<file path="config.mk">
export PLATFORM = sky130hd
export DESIGN_NAME = vid_procamp
export DESIGN_NICKNAME = d
export VERILOG_FILES = /design/src/rtl/procamp_pkg.sv /design/src/rtl/procamp_regs.sv /design/src/rtl/procamp_arith.sv /design/src/rtl/procamp_dly.sv /design/src/rtl/vid_procamp.sv
export SDC_FILE = /design/constraint.sdc
export NUM_CORES = 1
export LEC_CHECK = 0
export BUFFER_PORTS_ARGS = -buffer_cell sky130_fd_sc_hd__buf_2
export CORE_MARGIN = 2
export CORE_UTILIZATION = 65
export CTS_BUF_LIST = sky130_fd_sc_hd__clkbuf_4
export DETAILED_ROUTE_END_ITERATION = 12
export GPL_TIMING_DRIVEN = 0
export PLACE_DENSITY = 0.85
export SYNTH_ARGS = -nofsm -noshare
export SYNTH_HDL_FRONTEND = slang
export SYNTH_SLANG_ARGS = --single-unit
</file>
<file path="constraint.sdc">
create_clock -name clk -period 17.6 [get_ports clk]
set_input_delay 3.52 -clock clk [delete_from_list [all_inputs] [get_ports clk]]
set_output_delay 3.52 -clock clk [all_outputs]
set_load 0.02 [all_outputs]
</file>
<file path="src/rtl/procamp_pkg.sv">
package procamp_pkg;

  localparam int PIX_W     = 8;
  localparam int GAIN_W    = 8;
  localparam int GAIN_FRAC = 7;
  localparam int DLY_W     = 4;
  localparam int ADDR_W    = 2;
  localparam int PROD_W    = PIX_W + GAIN_W;
  localparam int WIDE_W    = 20;

  localparam logic [ADDR_W-1:0] A_CONTRAST = 2'd0;
  localparam logic [ADDR_W-1:0] A_SETUP    = 2'd1;
  localparam logic [ADDR_W-1:0] A_SAT      = 2'd2;
  localparam logic [ADDR_W-1:0] A_DELAY    = 2'd3;

  localparam logic signed [WIDE_W-1:0] PIX_LO = 20'sd1;
  localparam logic signed [WIDE_W-1:0] PIX_HI = 20'sd254;
  localparam logic signed [WIDE_W-1:0] C_MID  = 20'sd128;

  typedef struct packed {
    logic [GAIN_W-1:0] contrast;
    logic [PIX_W-1:0]  setup;
    logic [GAIN_W-1:0] sat;
    logic [DLY_W-1:0]  dly_c;
    logic [DLY_W-1:0]  dly_y;
  } amp_cfg_t;

  localparam amp_cfg_t CFG_RST = '{contrast: 8'h80, setup: 8'h00, sat: 8'h80,
                                   dly_c: 4'd0, dly_y: 4'd0};

  function automatic logic [PIX_W-1:0] clamp_pix(input logic signed [WIDE_W-1:0] v);
    logic signed [WIDE_W-1:0] t;
    t = v;
    if (v < PIX_LO) t = PIX_LO;
    else if (v > PIX_HI) t = PIX_HI;
    return t[PIX_W-1:0];
  endfunction

endpackage

</file>
<file path="src/rtl/procamp_regs.sv">
module procamp_regs
  import procamp_pkg::*;
(
  input  logic              clk,
  input  logic              rst_n,
  input  logic              wr_en,
  input  logic [ADDR_W-1:0] wr_addr,
  input  logic [PIX_W-1:0]  wr_data,
  input  logic              dbuf_en,
  input  logic              field_start,
  output amp_cfg_t          cfg_eff,
  output logic [DLY_W-1:0]  dly_y_act,
  output logic [DLY_W-1:0]  dly_c_act
);

  amp_cfg_t shadow_q, shadow_d;
  amp_cfg_t active_q, active_d;

  always_comb begin
    shadow_d = shadow_q;
    if (wr_en) begin
      case (wr_addr)
        A_CONTRAST: shadow_d.contrast = wr_data;
        A_SETUP:    shadow_d.setup    = wr_data;
        A_SAT:      shadow_d.sat      = wr_data;
        default: begin
          shadow_d.dly_y = wr_data[DLY_W-1:0];
          shadow_d.dly_c = wr_data[2*DLY_W-1:DLY_W];
        end
      endcase
    end
  end

  always_comb begin
    if (!dbuf_en)        active_d = shadow_d;
    else if (field_start) active_d = shadow_q;
    else                 active_d = active_q;
  end

  always_ff @(posedge clk or negedge rst_n) begin
    if (!rst_n) begin
      shadow_q <= CFG_RST;
      active_q <= CFG_RST;
    end else begin
      shadow_q <= shadow_d;
      active_q <= active_d;
    end
  end

  // the first sample of a new field already sees the pending bank
  assign cfg_eff   = (dbuf_en && field_start) ? shadow_q : active_q;
  assign dly_y_act = active_q.dly_y;
  assign dly_c_act = active_q.dly_c;

  // active settings frozen between field starts while buffering
  p_active_hold_r5: assert property (@(posedge clk) disable iff (!rst_n)
    (dbuf_en && !field_start) |=> $stable(active_q));

  // unbuffered writes reach the active bank at the same edge
  p_direct_write_r6: assert property (@(posedge clk) disable iff (!rst_n)
    (!dbuf_en && wr_en && wr_addr == A_CONTRAST) |=> active_q.contrast == $past(wr_data));

endmodule

</file>
<file path="src/rtl/procamp_arith.sv">
module procamp_arith
  import procamp_pkg::*;
(
  input  logic             clk,
  input  logic             rst_n,
  input  amp_cfg_t         cfg,
  input  logic             in_valid,
  input  logic [PIX_W-1:0] in_y,
  input  logic [PIX_W-1:0] in_cb,
  input  logic [PIX_W-1:0] in_cr,
  output logic             res_vld,
  output logic [PIX_W-1:0] res_y,
  output logic [PIX_W-1:0] res_cb,
  output logic [PIX_W-1:0] res_cr
);

  logic [PROD_W-1:0]        y_prod;
  logic signed [WIDE_W-1:0] y_sum;
  logic [PIX_W-1:0]         y_d;
  logic [PIX_W-1:0]         c_in [2];
  logic [PIX_W-1:0]         c_d  [2];
  logic [PIX_W-1:0]         c_q  [2];

  always_comb begin
    y_prod = {{GAIN_W{1'b0}}, in_y} * {{PIX_W{1'b0}}, cfg.contrast};
    y_sum  = $signed({{(WIDE_W-PROD_W){1'b0}}, y_prod >> GAIN_FRAC})
           + $signed({{(WIDE_W-PIX_W){cfg.setup[PIX_W-1]}}, cfg.setup});
    y_d    = clamp_pix(y_sum);
  end

  assign c_in[0] = in_cb;
  assign c_in[1] = in_cr;

  for (genvar i = 0; i < 2; i++) begin : g_chroma
    logic signed [WIDE_W-1:0] diff, prod, sum;
    always_comb begin
      diff   = $signed({{(WIDE_W-PIX_W){1'b0}}, c_in[i]}) - C_MID;
      prod   = diff * $signed({{(WIDE_W-GAIN_W){1'b0}}, cfg.sat});
      sum    = (prod >>> GAIN_FRAC) + C_MID;
      c_d[i] = clamp_pix(sum);
    end

    always_ff @(posedge clk or negedge rst_n) begin
      if (!rst_n)        c_q[i] <= '0;
      else if (in_valid) c_q[i] <= c_d[i];
    end
  end

  always_ff @(posedge clk or negedge rst_n) begin
    if (!rst_n) begin
      res_vld <= 1'b0;
      res_y   <= '0;
    end else begin
      res_vld <= in_valid;
      if (in_valid) res_y <= y_d;
    end
  end

  assign res_cb = c_q[0];
  assign res_cr = c_q[1];

  // unity contrast and zero setup pass luma through within range
  p_unity_luma_r1: assert property (@(posedge clk) disable iff (!rst_n)
    (in_valid && cfg.contrast == 8'h80 && cfg.setup == 8'h00 && in_y >= 8'd1 && in_y <= 8'd254)
    |=> res_y == $past(in_y));

endmodule

</file>
<file path="src/rtl/procamp_dly.sv">
module procamp_dly
  import procamp_pkg::*;
#(
  parameter int MAX = 6,
  parameter int W   = 8
) (
  input  logic             clk,
  input  logic             rst_n,
  input  logic [DLY_W-1:0] sel,
  input  logic             in_vld,
  input  logic [W-1:0]     in_data,
  output logic             out_vld,
  output logic [W-1:0]     out_data
);

  localparam logic [DLY_W-1:0] MAX_SEL = DLY_W'(MAX);

  logic [W-1:0]     tap_d [MAX+1];
  logic             tap_v [MAX+1];
  logic [DLY_W-1:0] sel_c;

  assign tap_d[0] = in_data;
  assign tap_v[0] = in_vld;

  for (genvar k = 1; k <= MAX; k++) begin : g_stage
    logic [W-1:0] d_nxt;
    logic         v_nxt;
    always_comb begin
      v_nxt = tap_v[k-1];
      d_nxt = tap_d[k-1];
    end
    always_ff @(posedge clk or negedge rst_n) begin
      if (!rst_n) begin
        tap_v[k] <= 1'b0;
        tap_d[k] <= '0;
      end else begin
        tap_v[k] <= v_nxt;
        if (v_nxt) tap_d[k] <= d_nxt;
      end
    end
  end

  assign sel_c = (sel > MAX_SEL) ? MAX_SEL : sel;

  always_comb begin
    out_vld  = tap_v[0];
    out_data = tap_d[0];
    for (int k = 1; k <= MAX; k++) begin
      if (sel_c == DLY_W'(k)) begin
        out_vld  = tap_v[k];
        out_data = tap_d[k];
      end
    end
  end

endmodule

</file>
<file path="src/rtl/vid_procamp.sv">
module vid_procamp
  import procamp_pkg::*;
#(
  parameter int Y_DLY_MAX = 6,
  parameter int C_DLY_MAX = 8
) (
  input  logic              clk,
  input  logic              rst_n,
  input  logic              in_valid,
  input  logic              in_sof,
  input  logic [PIX_W-1:0]  in_y,
  input  logic [PIX_W-1:0]  in_cb,
  input  logic [PIX_W-1:0]  in_cr,
  input  logic              wr_en,
  input  logic [ADDR_W-1:0] wr_addr,
  input  logic [PIX_W-1:0]  wr_data,
  input  logic              dbuf_en,
  output logic              out_y_vld,
  output logic [PIX_W-1:0]  out_y,
  output logic              out_c_vld,
  output logic [PIX_W-1:0]  out_cb,
  output logic [PIX_W-1:0]  out_cr
);

  localparam int C_W = 2 * PIX_W;

  amp_cfg_t         cfg_eff;
  logic [DLY_W-1:0] dly_y_act, dly_c_act;
  logic             res_vld;
  logic [PIX_W-1:0] res_y, res_cb, res_cr;
  logic [C_W-1:0]   c_pair;
  logic             armed;

  procamp_regs u_regs (
    .clk        (clk),
    .rst_n      (rst_n),
    .wr_en      (wr_en),
    .wr_addr    (wr_addr),
    .wr_data    (wr_data),
    .dbuf_en    (dbuf_en),
    .field_start(in_valid && in_sof),
    .cfg_eff    (cfg_eff),
    .dly_y_act  (dly_y_act),
    .dly_c_act  (dly_c_act)
  );

  procamp_arith u_arith (
    .clk     (clk),
    .rst_n   (rst_n),
    .cfg     (cfg_eff),
    .in_valid(in_valid),
    .in_y    (in_y),
    .in_cb   (in_cb),
    .in_cr   (in_cr),
    .res_vld (res_vld),
    .res_y   (res_y),
    .res_cb  (res_cb),
    .res_cr  (res_cr)
  );

  procamp_dly #(.MAX(Y_DLY_MAX), .W(PIX_W)) u_ydly (
    .clk     (clk),
    .rst_n   (rst_n),
    .sel     (dly_y_act),
    .in_vld  (res_vld),
    .in_data (res_y),
    .out_vld (out_y_vld),
    .out_data(out_y)
  );

  procamp_dly #(.MAX(C_DLY_MAX), .W(C_W)) u_cdly (
    .clk     (clk),
    .rst_n   (rst_n),
    .sel     (dly_c_act),
    .in_vld  (res_vld),
    .in_data ({res_cr, res_cb}),
    .out_vld (out_c_vld),
    .out_data(c_pair)
  );

  assign out_cb = c_pair[PIX_W-1:0];
  assign out_cr = c_pair[C_W-1:PIX_W];

  always_ff @(posedge clk or negedge rst_n) begin
    if (!rst_n) armed <= 1'b0;
    else        armed <= 1'b1;
  end

  // luma stays inside the legal code range
  p_y_range_r4: assert property (@(posedge clk) disable iff (!rst_n)
    out_y_vld |-> (out_y >= 8'd1 && out_y <= 8'd254));

  // chroma stays inside the legal code range
  p_c_range_r4: assert property (@(posedge clk) disable iff (!rst_n)
    out_c_vld |-> (out_cb >= 8'd1 && out_cb <= 8'd254 && out_cr >= 8'd1 && out_cr <= 8'd254));

  // with no luma delay the strobe trails the input by one cycle
  p_y_zero_dly_r7: assert property (@(posedge clk) disable iff (!rst_n)
    (armed && dly_y_act == '0) |-> out_y_vld == $past(in_valid));

  // with no chroma delay the strobe trails the input by one cycle
  p_c_zero_dly_r8: assert property (@(posedge clk) disable iff (!rst_n)
    (armed && dly_c_act == '0) |-> out_c_vld == $past(in_valid));

endmodule

</file>
# Word-level counts from Yosys, hierarchy flattened
# Index checks and enable logic that the tools add are counted.
dict set report word_totals {
  regBits 273
  output_inout_bits 26
  inputBits 40
}
dict set report classes {
  n_eq_ne 17
  muxes 44
  n_mul 3
  add_sub_neg 5
  reduce_logical 4
  magnitude_cmp 8
}
# cell count
set ops {}
lappend ops {{$mux 16} 8}
lappend ops {{$mux 32} 4}
lappend ops {{$mux 8} 16}
lappend ops {{$mul 9x9->18} 2}
lappend ops {{$eq 4x3->1 const B} 7}
lappend ops {{$add 11x9->12 const B} 2}
lappend ops {{$sub 8x8->9 const B} 2}
lappend ops {{$eq 4x2->1 const B} 4}
lappend ops {{$mul 8x8->16} 1}
lappend ops {{$gt 14x9->1 const B} 1}
lappend ops {{$lt 14x2->1 const B} 1}
lappend ops {{$mux 1} 14}
lappend ops {{$gt 12x9->1 const B} 1}
lappend ops {{$lt 12x2->1 const B} 1}
lappend ops {{$add 10x8->11} 1}
lappend ops {{$gt 11x9->1 const B} 1}
lappend ops {{$lt 11x2->1 const B} 1}
lappend ops {{$eq 4x1->1 const B} 2}
lappend ops {{$mux 4} 2}
lappend ops {{$eq 4x4->1 const B} 1}
lappend ops {{$gt 4x3->1 const B} 1}
lappend ops {{$gt 4x4->1 const B} 1}
lappend ops {{$reduce_or 3->1} 1}
lappend ops {{$eq 2x1->1 const B} 1}
lappend ops {{4 further kinds} 5}

# Depth between registers and ports, before layout
# Gate-level depths: netlist of run 1.
dict set report logic_depth {
  ltp_word 11
  depth_mapped 30
  depth_no_buf 28
}

# Modules after synthesis
# From an unflattened synthesis of run 1, not the netlist that was laid out.
dict set report hier_totals {
  cells_unflattened 2006
  hier_area_um2 21235.4
}
# module area_each_um2 cells_each n_inst
set modules_own_cells {}
lappend modules_own_cells {procamp_arith 8888.5 999 1}
lappend modules_own_cells {{procamp_dly (u_cdly)} 6493.7 502 1}
lappend modules_own_cells {procamp_regs 3210.6 276 1}
lappend modules_own_cells {{procamp_dly (u_ydly)} 2636.3 228 1}
lappend modules_own_cells {vid_procamp 6.3 1 1}

# Least setup slack after synthesis of run 1
# OpenSTA, ideal clock, no wires.
dict set report synth_timing {
  path_kind {input -> register}
  from {input in_sof}
  to {register u_arith.res_y[0] (netlist name)}
  slack_ns 7.421
  arrival_time_ns 10.058
  cell_stages 26
  path_buffers 3
  cell_sequence {nand3_1 -> buf_6 -> buf_4 -> buf_1 -> mux2i_1 -> nor2b_1 -> fa_1 -> fa_1 -> fa_1 -> inv_1 -> fa_1 -> inv_1 -> ha_1 -> or4_1 -> o21ai_0 -> a211oi_1 -> o21a_1 -> nor3_1 -> nor2_1 -> ha_1 -> inv_1 -> o311a_1 -> a311o_1 -> a31o_2 -> a311o_1 -> o22a_1}
}
dict set report synth_between {
  elab_chain_len 8
  elab_cells_between_ends 9
  classes_between {add/sub: 1; mul: 1; order compare: 2; mux: 3; reduce/logical: 2}
}
# item line_no
set synth_rtl {}
lappend synth_rtl {{from (decl)} vid_procamp.sv:10} ;# input logic in_sof,
lappend synth_rtl {{$logic_and 1x1->1 *} vid_procamp.sv:41} ;# .field_start(in_valid && in_sof),
lappend synth_rtl {{$logic_and 1x1->1 *} procamp_regs.sv:51} ;# assign cfg_eff = (dbuf_en && field_start) ? shadow_q : active_q;
lappend synth_rtl {{$mux 32 *} procamp_regs.sv:51}
lappend synth_rtl {{$mul 8x8->16} procamp_arith.sv:25} ;# y_prod = {{GAIN_W{1'b0}}, in_y} * {{PIX_W{1'b0}}, cfg.contrast};
lappend synth_rtl {{$add 10x8->11 *} procamp_arith.sv:27} ;# + $signed({{(WIDE_W-PIX_W){cfg.setup[PIX_W-1]}}, cfg.setup});
lappend synth_rtl {{$gt 11x9->1} procamp_pkg.sv:35} ;# else if (v > PIX_HI) t = PIX_HI;
lappend synth_rtl {{$mux 8} procamp_pkg.sv:35}
lappend synth_rtl {{$mux 8 *} procamp_pkg.sv:34} ;# if (v < PIX_LO) t = PIX_LO;
# Every way passes the cells marked *; elsewhere a longest branch is shown, timed or not.
# A chain may end at the register's enable or synchronous reset.

# Final worst setup path of run 1
dict set report layout_timing {
  from {input in_valid}
  to {register u_arith.res_y[0] (netlist name)}
}
dict set report layout_between {
  elab_chain_len 8
  elab_cells_between_ends 9
  classes_between {add/sub: 1; mul: 1; order compare: 2; mux: 3; reduce/logical: 2}
}
# item line_no
set layout_rtl {}
lappend layout_rtl {{from (decl)} vid_procamp.sv:9} ;# input logic in_valid,
lappend layout_rtl {{$logic_and 1x1->1} vid_procamp.sv:41}
lappend layout_rtl {{$logic_and 1x1->1} procamp_regs.sv:51}
lappend layout_rtl {{$mux 32} procamp_regs.sv:51}
lappend layout_rtl {{$mul 8x8->16} procamp_arith.sv:25}
lappend layout_rtl {{$add 10x8->11} procamp_arith.sv:27}
lappend layout_rtl {{$gt 11x9->1} procamp_pkg.sv:35}
lappend layout_rtl {{$mux 8} procamp_pkg.sv:35}
lappend layout_rtl {{$mux 8} procamp_pkg.sv:34}
# Parallel ways exist; a longest one is shown, timed or not.

==> results of run 1 <==
[per-layer routing]
metal	routed length (um)	part of all wire (%)	vias to the layer above	GRT usage [%]
met3	2580	5.6	124	4.35
met5	0	0	-	0
li1	-	-	7333	-
met2	22600	49	534	48.1
met1	19300	42	7682	36.9
met4	1500	3.3	0	11.7
[critical path: cells and delay by family]
family	cells	cell delay (ns)
AOI/OAI and AO/OA	11	2.40
and+or+nand+nor	5	0.86
muxes	1	0.76
adders and majority gates	6	2.15
buffers and inverters	6	1.29
xor gates and xnor gates	1	0.40
[per-stage QoR]
step	std cells	utilization [%]	setup WS, ns	cell area [um^2]
2_1_floorplan	2043	-	7.42	20800
3_3_place_gp	2510	68.6	6.28	21600
3_5_place_dp	2512	68.8	6.14	21700
4_1_cts	2634	71.9	6.83	22700
5_1_grt	2636	71.9	6.39	22700
6_report	2636	71.9	6.77	22700
[worst paths after layout]
path	from	end	slack, ns	depth (start not counted)
worst max register to register	u_regs.shadow_q[14]	u_arith.res_cb[3]	10.20	24
max in group asynchronous	rst_n	u_regs.dly_y_act[0]	14.00	2
worst min register to register	u_cdly.g_stage[2].v_nxt	u_cdly.g_stage[3].v_nxt	0.37	0
min in group asynchronous	rst_n	u_cdly.g_stage[8].d_nxt[7]	2.65	1
worst min-delay path	u_cdly.g_stage[2].v_nxt	u_cdly.g_stage[3].v_nxt	0.37	0
worst max-delay path	in_valid	u_arith.res_y[0]	6.77	30
[cell type report]
type | count | area, um^2
diodes | 2 | 5.00
plain buffers | 96 | 390
multi-input cells | 1468 | 12800
repair buffers | 67 | 390
flip-flops and latches | 273 | 6840
clock inverters | 22 | 214
clock buffers | 100 | 751
inverters | 206 | 773
well taps | 402 | 503
fillers | 2206 | 8880
[sequential cells by signal, indices dropped and copies added, names as in the netlist]
| register | flops |
|---|---|
| u_regs.dly_c_act | 4 |
| u_arith.res_y | 8 |
| u_cdly.tap_d | 16 |
| u_ydly.tap_d | 8 |
| u_arith.res_vld | 1 |
| u_regs.dly_y_act | 4 |
| u_cdly.g_stage.d_nxt | 112 |
| u_regs.active_q | 24 |
| u_arith.res_cr | 8 |
| u_regs.shadow_q | 32 |
| u_cdly.tap_v | 1 |
| u_ydly.g_stage.d_nxt | 40 |
| u_arith.res_cb | 8 |
| u_cdly.g_stage.v_nxt | 7 |
[cells in the mapped netlist, types with 24 or more instances]
cell | count | share of area, %
a211oi_1 | 84 | 3.0
mux2i_1 | 42 | 2.0
nor2b_1 | 93 | 2.8
fa_1 | 146 | 14
a31oi_1 | 35 | 1.1
o21ai_0 | 31 | 0.75
clkbuf_1 | 73 | 1.3
mux2_2 | 224 | 12
ha_1 | 108 | 6.5
nor2_1 | 149 | 2.7
xnor2_1 | 24 | 1.0
inv_1 | 206 | 3.7
nand2_1 | 146 | 2.6
nor3_1 | 24 | 0.58
a21oi_1 | 106 | 2.5
dfrtp_1 | 269 | 32
and2_1 | 36 | 1.1
[cells by family (layout without fill, tap and decap cells)]
kind of cell	count (synthesis)	after routing	synth area share, %
fa+ha+maj	254	254	20.5
mux	268	268	14.3
xor+xnor	37	37	1.72
simple gates	551	551	13.3
compound gates	358	358	11.7
other cells	0	2	0
buf+inv	302	491	5.59
flops	273	273	32.8
==> out/metrics.csv, run 1 <==
metric;value;unit
Post-synth top flop;dfrtp_1;
1st-pass router iterations;5;
post-DR wirelength/cell;17.5;um
Worst path max stage delay;0.76;ns
grt ovf;0;
critical path type;primary input to flip-flop;
CTS sink count;273;
DR vias;15700;
RSZ-0062 raised after global routing;false;
Worst-path clk slew;0.07;ns
Max Freq;92.3;MHz
Total GRT Usage;28.5;%
Synth async-reset ratio;100;%
worst hold path class;flip-flop to flip-flop;
cells after synthesis;2043;
routability cong.;0.892;
CP Launch Type;primary input;
Yosys cell types;85;
Slew headroom;17.4;%
status;complete, no violations;
crit path DAT;11.38;ns
max cap viols;0;
Post-synth EDFFs;0;
Nets;2478;
hold_ws;0.366;ns
flops & latches, synth;273;
core box area;0.0316;mm^2
Area Overhead vs Synth;8.95;%
Period minus WS final;10.83;ns
initial antenna violation count;2;
Final Hold Viols;0;
Final Skew;0.0790;ns
total CTS buffers;72;
total wire length;46.0;mm
starting density of the core;66.0;%
Avg Inst Size Synth;10.2;um^2
cell repeated most along the worst path;ha_1;
row cnt;65;
worst-path maximum fanout;10;
# DRC;0;
Post-Syn Nets;2337;
clk_lat worst skew;0.71;ns
first-pass GRT wire length;78.6;mm
Final Max Slew Viols;0;
Antenna Nets Post-Route;0;
die height;183;um
setup bufs post-CTS;0;
worst path required time;18.15;ns
crit path capture type;flip-flop;
Post-CTS Hold Fix Bufs;0;
die area;0.0335;mm^2
detail-routed via count per cell;5.95;
final period utilization;61.5;%
# setup viols final;0;
Final HPWL DP;35.2;mm
sequential share of the synthesized area;32.8;%
CTS tree;done;
IO buf count;65;
IO Pins;66;
most common cell after layout, fill and taps aside;dfrtp_1;
largest net degree at the start of global routing;127;
initial DRC count;980;
Die Width;183;um
vias in the first global route;16400;
Yosys warnings;0;
H-tree depth;3;
setup tns final;0;ns
layout cells sized above 1;20.2;%
Synth Cell Area;0.0208;mm^2
most frequent cells in the layout;269 x dfrtp_1, 224 x mux2_2, 206 x inv_1, 149 x nor2_1;
Slew @ Worst Pin;1.24;ns
clock buffer depth;3;
clock root buffer;clkbuf_4;
post_cts resized;0;
Slowest cell on crit path;mux2i_1;
Power of run 1 is not shown: default switching activity piles up to over one toggle a cycle in this logic, so the estimate is an artifact.
==> run 2: changes to the inputs <==
--- a/config.mk
+++ b/config.mk
@@ -5,6 +5,7 @@
 export SDC_FILE = /design/constraint.sdc
 export NUM_CORES = 1
 export LEC_CHECK = 0
+export ABC_AREA = 1
 export BUFFER_PORTS_ARGS = -buffer_cell sky130_fd_sc_hd__buf_2
 export CORE_MARGIN = 2
 export CORE_UTILIZATION = 65
==> constraint.sdc (replaced) <==
create_clock -name clk -period 9.99 [get_ports clk]
set_input_delay 1.998 -clock clk [delete_from_list [all_inputs] [get_ports clk]]
set_output_delay 1.998 -clock clk [all_outputs]
set_load 0.02 [all_outputs]
==> out/metrics.csv, run 2 <==
metric;value;unit;change
Nets;2975;;+20%
Synth area leaders;dfrtp_1 33%, fa_1 14%, nand2_1 10%;;
sequential share of the synthesized area;33.7;%;+0.91 points
worst hold path class;flip-flop to flip-flop;;
Worst path max stage delay;0.55;ns;-0.21 ns
Max Freq;113;MHz;
FF+latch area;0.00684;mm^2;unchanged
Slowest cell on crit path;fa_1;;
routability cong.;0.923;;+3.5%
DR vias;17500;;+12%
Post-synth EDFFs;0;;unchanged
P per Cell Area;347;mW/mm^2;
die height;181;um;-1.3%
vias in the first global route;18200;;+11%
Post-synth top flop;dfrtp_1;;
metal2 WL;24.4;mm;+7.7%
max cap viols;0;;unchanged
P_leak;0.0115;uW;
grt ovf;0;;unchanged
setup tns final;0;ns;unchanged
Synth Cell Area;0.0203;mm^2;-2.7%
IO buf count;63;;-3.1%
H-tree depth;3;;unchanged
layout cells sized above 1;9.75;%;-10 points
Yosys cell types;45;;-47%
clock root buffer;clkbuf_4;;
core box area;0.0307;mm^2;-2.8%
Slew headroom;28.5;%;+11 points
Net Sw Frac;50.9;%;
switching component of the power;3900;uW;
Antenna Nets Post-Route;0;;unchanged
initial DRC count;1083;;+11%
Synth top cells by count;556 x nand2_1, 415 x inv_1, 275 x o21ai_0;;
Worst-path clk slew;0.06;ns;about the same
Multi-input gate area;0.0115;mm^2;-10%
sequential share of power;20.8;%;
# DRC;0;;unchanged
hold path depth;0;;unchanged
RSZ-0062 raised after global routing;false;;
row cnt;64;;-1.5%
Slew @ Worst Pin;1.06;ns;-0.172 ns
Final Skew;0.0778;ns;-0.00128 ns
clk_lat worst skew;0.72;ns;about the same
setup bufs post-CTS;0;;unchanged
worst-path maximum fanout;10;;unchanged
CTS tree;done;;
post_cts resized;0;;unchanged
wl on met1;19.4;mm;+0.54%
clock buffer depth;3;;unchanged
most frequent cell after synthesis;nand2_1;;
flops & latches, synth;273;;unchanged
Post-Syn Nets;2834;;+21%
internal power;3760;uW;
status;complete, no violations;;
clock share of power;12.8;%;
detail-routed via count per cell;5.60;;-5.7%
Filler Cell Count;2364;;+7.2%
Final HPWL DP;37.5;mm;+6.6%
most common cell after layout, fill and taps aside;nand2_1;;
Yosys warnings;0;;unchanged
initial antenna violation count;1;;-1
Total GRT Usage;30.4;%;+1.9 points
1st-pass router iterations;7;;+2
Largest register FFs;112;;unchanged
Die Width;181;um;-1.3%
part of the power in combinational logic;66.4;%;
largest area contributor in the netlist;dfrtp_1;;
most frequent cells in the layout;556 x nand2_1, 415 x inv_1, 275 x o21ai_0, 269 x dfrtp_1, 253 x nor2_1;;
total CTS buffers;74;;+2.8%
CP Launch Type;primary input;;
die area;0.0326;mm^2;-2.6%
cell repeated most along the worst path;nand2_1;;
worst path required time;10.52;ns;-7.63 ns
Synth async-reset ratio;100;%;unchanged
final period utilization;88.9;%;
Period minus WS final;8.88;ns;
CTS sink count;273;;unchanged
hold_ws;0.366;ns;+0.000404 ns
met3 routed WL;3.01;mm;+17%
VDD IR-drop max;235;uV;
Top Metal Used;met4;;
starting density of the core;66.0;%;+0.082 points
crit path capture type;flip-flop;;
Area Overhead vs Synth;8.90;%;about the same
cells after synthesis;2540;;+24%
critical path type;primary input to flip-flop;;
total wire length;48.1;mm;+4.5%
Final Max Slew Viols;0;;unchanged
Post-Place Setup Slack;0.534;ns;-5.61 ns
post-DR wirelength/cell;15.4;um;-12%
Avg Inst Size Synth;7.98;um^2;-22%
FF-to-FF path depth;32;;+33%
top cell type's share of synthesized area;33.2;%;+0.89 points
largest net degree at the start of global routing;128;;+0.79%
# setup viols final;0;;unchanged
IO Pins;66;;unchanged
Final WS setup;1.11;ns;-5.66 ns
Final Hold Viols;0;;unchanged
crit path DAT;9.41;ns;-1.97 ns
Post-CTS Hold Fix Bufs;0;;unchanged
first-pass GRT wire length;82.9;mm;+5.5%
## run 2: final timing paths
| check | startpoint | end | slack (ns) |
|---|---|---|---|
| worst min-delay path | u_cdly.g_stage[2].v_nxt | u_cdly.g_stage[3].v_nxt | 0.37 |
| worst min register to register | u_cdly.g_stage[2].v_nxt | u_cdly.g_stage[3].v_nxt | 0.37 |
| max in group asynchronous | rst_n | u_arith.res_y[5] | 7.92 |
| worst max register to register | u_regs.shadow_q[30] | u_arith.res_y[7] | 3.22 |
| worst max-delay path | in_valid | u_arith.res_y[7] | 1.11 |
| min in group asynchronous | rst_n | u_cdly.tap_d[9] | 1.11 |
## run 2: routing by layer
layer / vias to the layer above / GRT usage [%]
met5: - / 0
met4: 0 / 11.4
met3: 116 / 4.83
met2: 648 / 54.0
met1: 8389 / 37.3
li1: 8360 / -
## run 2: final cells by class
class	instances	share of cell area, %
multi-input cells	1755	52.0
inverters	422	7.18
diodes	1	0.0113
repair buffers	65	1.72
clock buffers	109	3.71
clock inverters	14	0.482
well taps	396	2.25
flip-flops and latches	273	31.0
plain buffers	90	1.62
## run 2: critical path, delay by kind of cell
kind                     cells  cell delay [ns]
adder cells (fa/ha/maj)      6             2.72
buffers and inverters        9             1.69
AO/OA/AOI/OAI                8             1.54
AND/OR/NAND/NOR             11             1.15
XOR/XNOR                     2             0.30
## run 2: stage by stage
step / cell area (um^2) / util, % / instances / total power (uW)
finish: 22100 / 71.9 / 3125 / 7660
global route: 22100 / 71.9 / 3125 / 8490
CTS: 22100 / 71.9 / 3124 / 7640
detailed placement: 21100 / 68.9 / 3001 / 6610
global placement: 21100 / 68.7 / 2999 / 6380
floorplan: 20300 / - / 2540 / 5500
## run 2: power by group through the flow
stage / clock network (uW) / registers, uW / logic (uW)
finish: 984 / 1590 / 5080
global route: 1060 / 1620 / 5810
CTS: 1000 / 1590 / 5050
detailed placement: 0 / 1600 / 5010
global placement: 0 / 1590 / 4790
floorplan: 0 / 1550 / 3950
## run 2: logic make-up after synthesis
family,synth area share (%)
multiplexers,1.28
AND/OR/NAND/NOR,19.5
adder cells (fa/ha/maj),21.1
AO/OA/AOI/OAI,13.8
XOR/XNOR,1.04
flip-flops,33.7
buffers and inverters,9.59
No activity file was read; power rests on OpenSTA's default activity.
==> run 3: changes to the inputs <==
--- a/config.mk
+++ b/config.mk
@@ -6,7 +6,7 @@
 export NUM_CORES = 1
 export LEC_CHECK = 0
 export ABC_AREA = 1
-export BUFFER_PORTS_ARGS = -buffer_cell sky130_fd_sc_hd__buf_2
+export BUFFER_PORTS_ARGS = -buffer_cell sky130_fd_sc_hd__buf_4
 export CORE_MARGIN = 2
 export CORE_UTILIZATION = 65
 export CTS_BUF_LIST = sky130_fd_sc_hd__clkbuf_4
==> out/metrics.csv, run 3 (same netlist as run 2, synthesis figures left out) <==
metric;value;unit;change
Die Width;181;um;unchanged
initial DRC count;1111;;+2.6%
GRT busiest layer;met2;;
met1 GRT Util;38.1;%;+0.81 points
worst r2r src;u_regs.shadow_q[28];;
clock root buffer;clkbuf_4;;
most common cell after layout, fill and taps aside;nand2_1;;
Max Freq;114;MHz;+0.98%
cell repeated most along the worst path;inv_1;;
setup bufs post-CTS;0;;unchanged
Final Non-Filler Cells;3116;;-0.29%
DR vias;17400;;-0.51%
Worst path max stage delay;0.55;ns;about the same
Filler Cell Count;2317;;-2.0%
worst hold path class;flip-flop to flip-flop;;
post_cts resized;0;;unchanged
CP Launch Type;primary input;;
dpl cells;3001;;unchanged
Post-CTS Hold Fix Bufs;0;;unchanged
Post-DP Area;0.0213;mm^2;+0.73%
hold_ws;0.352;ns;-0.0141 ns
setup tns final;0;ns;unchanged
critical path type;primary input to flip-flop;;
worst hold path endpoint;u_cdly.g_stage[5].v_nxt;;
P_leak;0.0115;uW;about the same
Period minus WS final;8.80;ns;-0.0864 ns
Top Family by Delay on Critical Path;adder cells;;
starting density of the core;66.0;%;unchanged
Slew @ Worst Pin;1.07;ns;+0.00144 ns
worst reg2reg setup slack;3.31;ns;+0.09 ns
vias in the first global route;17600;;-3.1%
crit path DAT;9.35;ns;-0.06 ns
CTS sink count;273;;unchanged
1st-pass router iterations;7;;unchanged
worst path required time;10.54;ns;+0.02 ns
die height;181;um;unchanged
GR Layer Usage met2;52.7;%;-1.2 points
RSZ-0062 raised after global routing;false;;
Largest register FFs;112;;unchanged
largest net degree at the start of global routing;130;;+1.6%
IO Pins;66;;unchanged
H-tree depth;3;;unchanged
Total GRT Usage;30.1;%;-0.26 points
# DRC;0;;unchanged
initial antenna violation count;1;;unchanged
CTS tree;done;;
row cnt;64;;unchanged
Slew headroom;28.4;%;-0.097 points
most frequent cells in the layout;556 x nand2_1, 415 x inv_1, 275 x o21ai_0, 269 x dfrtp_1, 253 x nor2_1;;
IO buf count;63;;unchanged
R2R Path End;u_arith.res_y[7];;
Antenna Nets Post-Route;0;;unchanged
Final Skew;0.0629;ns;-0.0149 ns
worst-path maximum fanout;10;;unchanged
crit path capture type;flip-flop;;
status;complete, no violations;;
Slowest cell on crit path;fa_1;;
detail-routed via count per cell;5.59;;-0.23%
post-route cell area;0.0221;mm^2;+0.37%
# setup viols final;0;;unchanged
layout cells sized above 1;9.53;%;-0.23 points
Worst-path clk slew;0.06;ns;about the same
routability cong.;0.942;;+2.1%
hold path startpoint;u_cdly.g_stage[4].v_nxt;;
core box area;0.0307;mm^2;unchanged
first-pass GRT wire length;81.9;mm;-1.2%
Final Hold Viols;0;;unchanged
grt ovf;0;;unchanged
post-DR wirelength/cell;15.4;um;+0.19%
VDD IR-drop max;273;uV;+16%
final period utilization;88.1;%;-0.86 points
Final Max Slew Viols;0;;unchanged
clk_lat worst skew;0.73;ns;about the same
total wire length;48.0;mm;-0.10%
Area Overhead vs Synth;9.30;%;
clock buffer depth;3;;unchanged
P per Cell Area;348;mW/mm^2;about the same
total CTS buffers;71;;-4.1%
FF-to-FF path depth;32;;unchanged
CP Buf/Inv Count;11;;+2
max cap viols;0;;unchanged
GR Util met3;4.41;%;-0.42 points
Nets;2972;;-0.10%
die area;0.0326;mm^2;unchanged
total power draw;7690;uW;+0.45%
hold path depth;0;;unchanged
Final HPWL DP;37.4;mm;-0.22%
==> run 3: cell types whose count changed in the layout (fill, tap and decap cells not counted) <==
cell       before  now
clkbuf_4      109  105
clkinv_1        7    5
buf_4           0   62
clkinv_4        2    3
clkinv_2        3    0
bufinv_16       1    0
buf_2          66    4
==> run 3: per-layer routing <==
metal  part of all wire, %  vias up  routed length, um
li1                      -     8370                  -
met1                    42     8365              20200
met2                    50      567              23800
met3                   5.3      121               2550
met4                   3.0        0               1460
met5                     0        -                  0
==> run 3: layout make-up <==
cell class                      instances  area (um^2)  share of cell area (%)
Antenna cell                            1         2.50                  0.0113
Buffer                                 90          358                    1.62
Clock buffer                          105          788                    3.56
Clock inverter                          9         62.6                   0.283
Inverter                              422         1580                    7.15
Multi-Input combinational cell       1755        11500                    51.8
Sequential cell                       273         6840                    30.9
Tap cell                              396          495                    2.24
Timing Repair Buffer                   65          536                    2.42
==> run 3: how the worst max path moves through the flow <==
stage              from                to  slack [ns]  cells after the start
5_1_grt        in_valid  u_arith.res_y[7]        0.59                     38
4_1_cts        in_valid  u_arith.res_y[7]        1.28                     36
6_report       in_valid  u_arith.res_y[7]        1.19                     38
3_5_place_dp   in_valid  u_arith.res_y[7]        0.64                     38
2_1_floorplan  in_valid  u_arith.res_y[2]        1.81                     35
3_3_place_gp   in_valid  u_arith.res_y[7]        0.79                     36
==> run 3: stage by stage <==
| step | utilization [%] | worst slack [ns] |
|---|---|---|
| detailed placement | 69.4 | 0.642 |
| floorplan | - | 1.81 |
| global placement | 69.2 | 0.790 |
| global route | 72.2 | 0.590 |
| CTS | 72.2 | 1.28 |
| finish | 72.2 | 1.19 |
==> run 3: power by group <==
| part | internal, uW | total (uW) | switching, uW |
|---|---|---|---|
| Sequential | 1420 | 1590 | 178 |
| Clock | 481 | 936 | 456 |
| Combinational | 1860 | 5170 | 3310 |
| Total | 3750 | 7690 | 3940 |
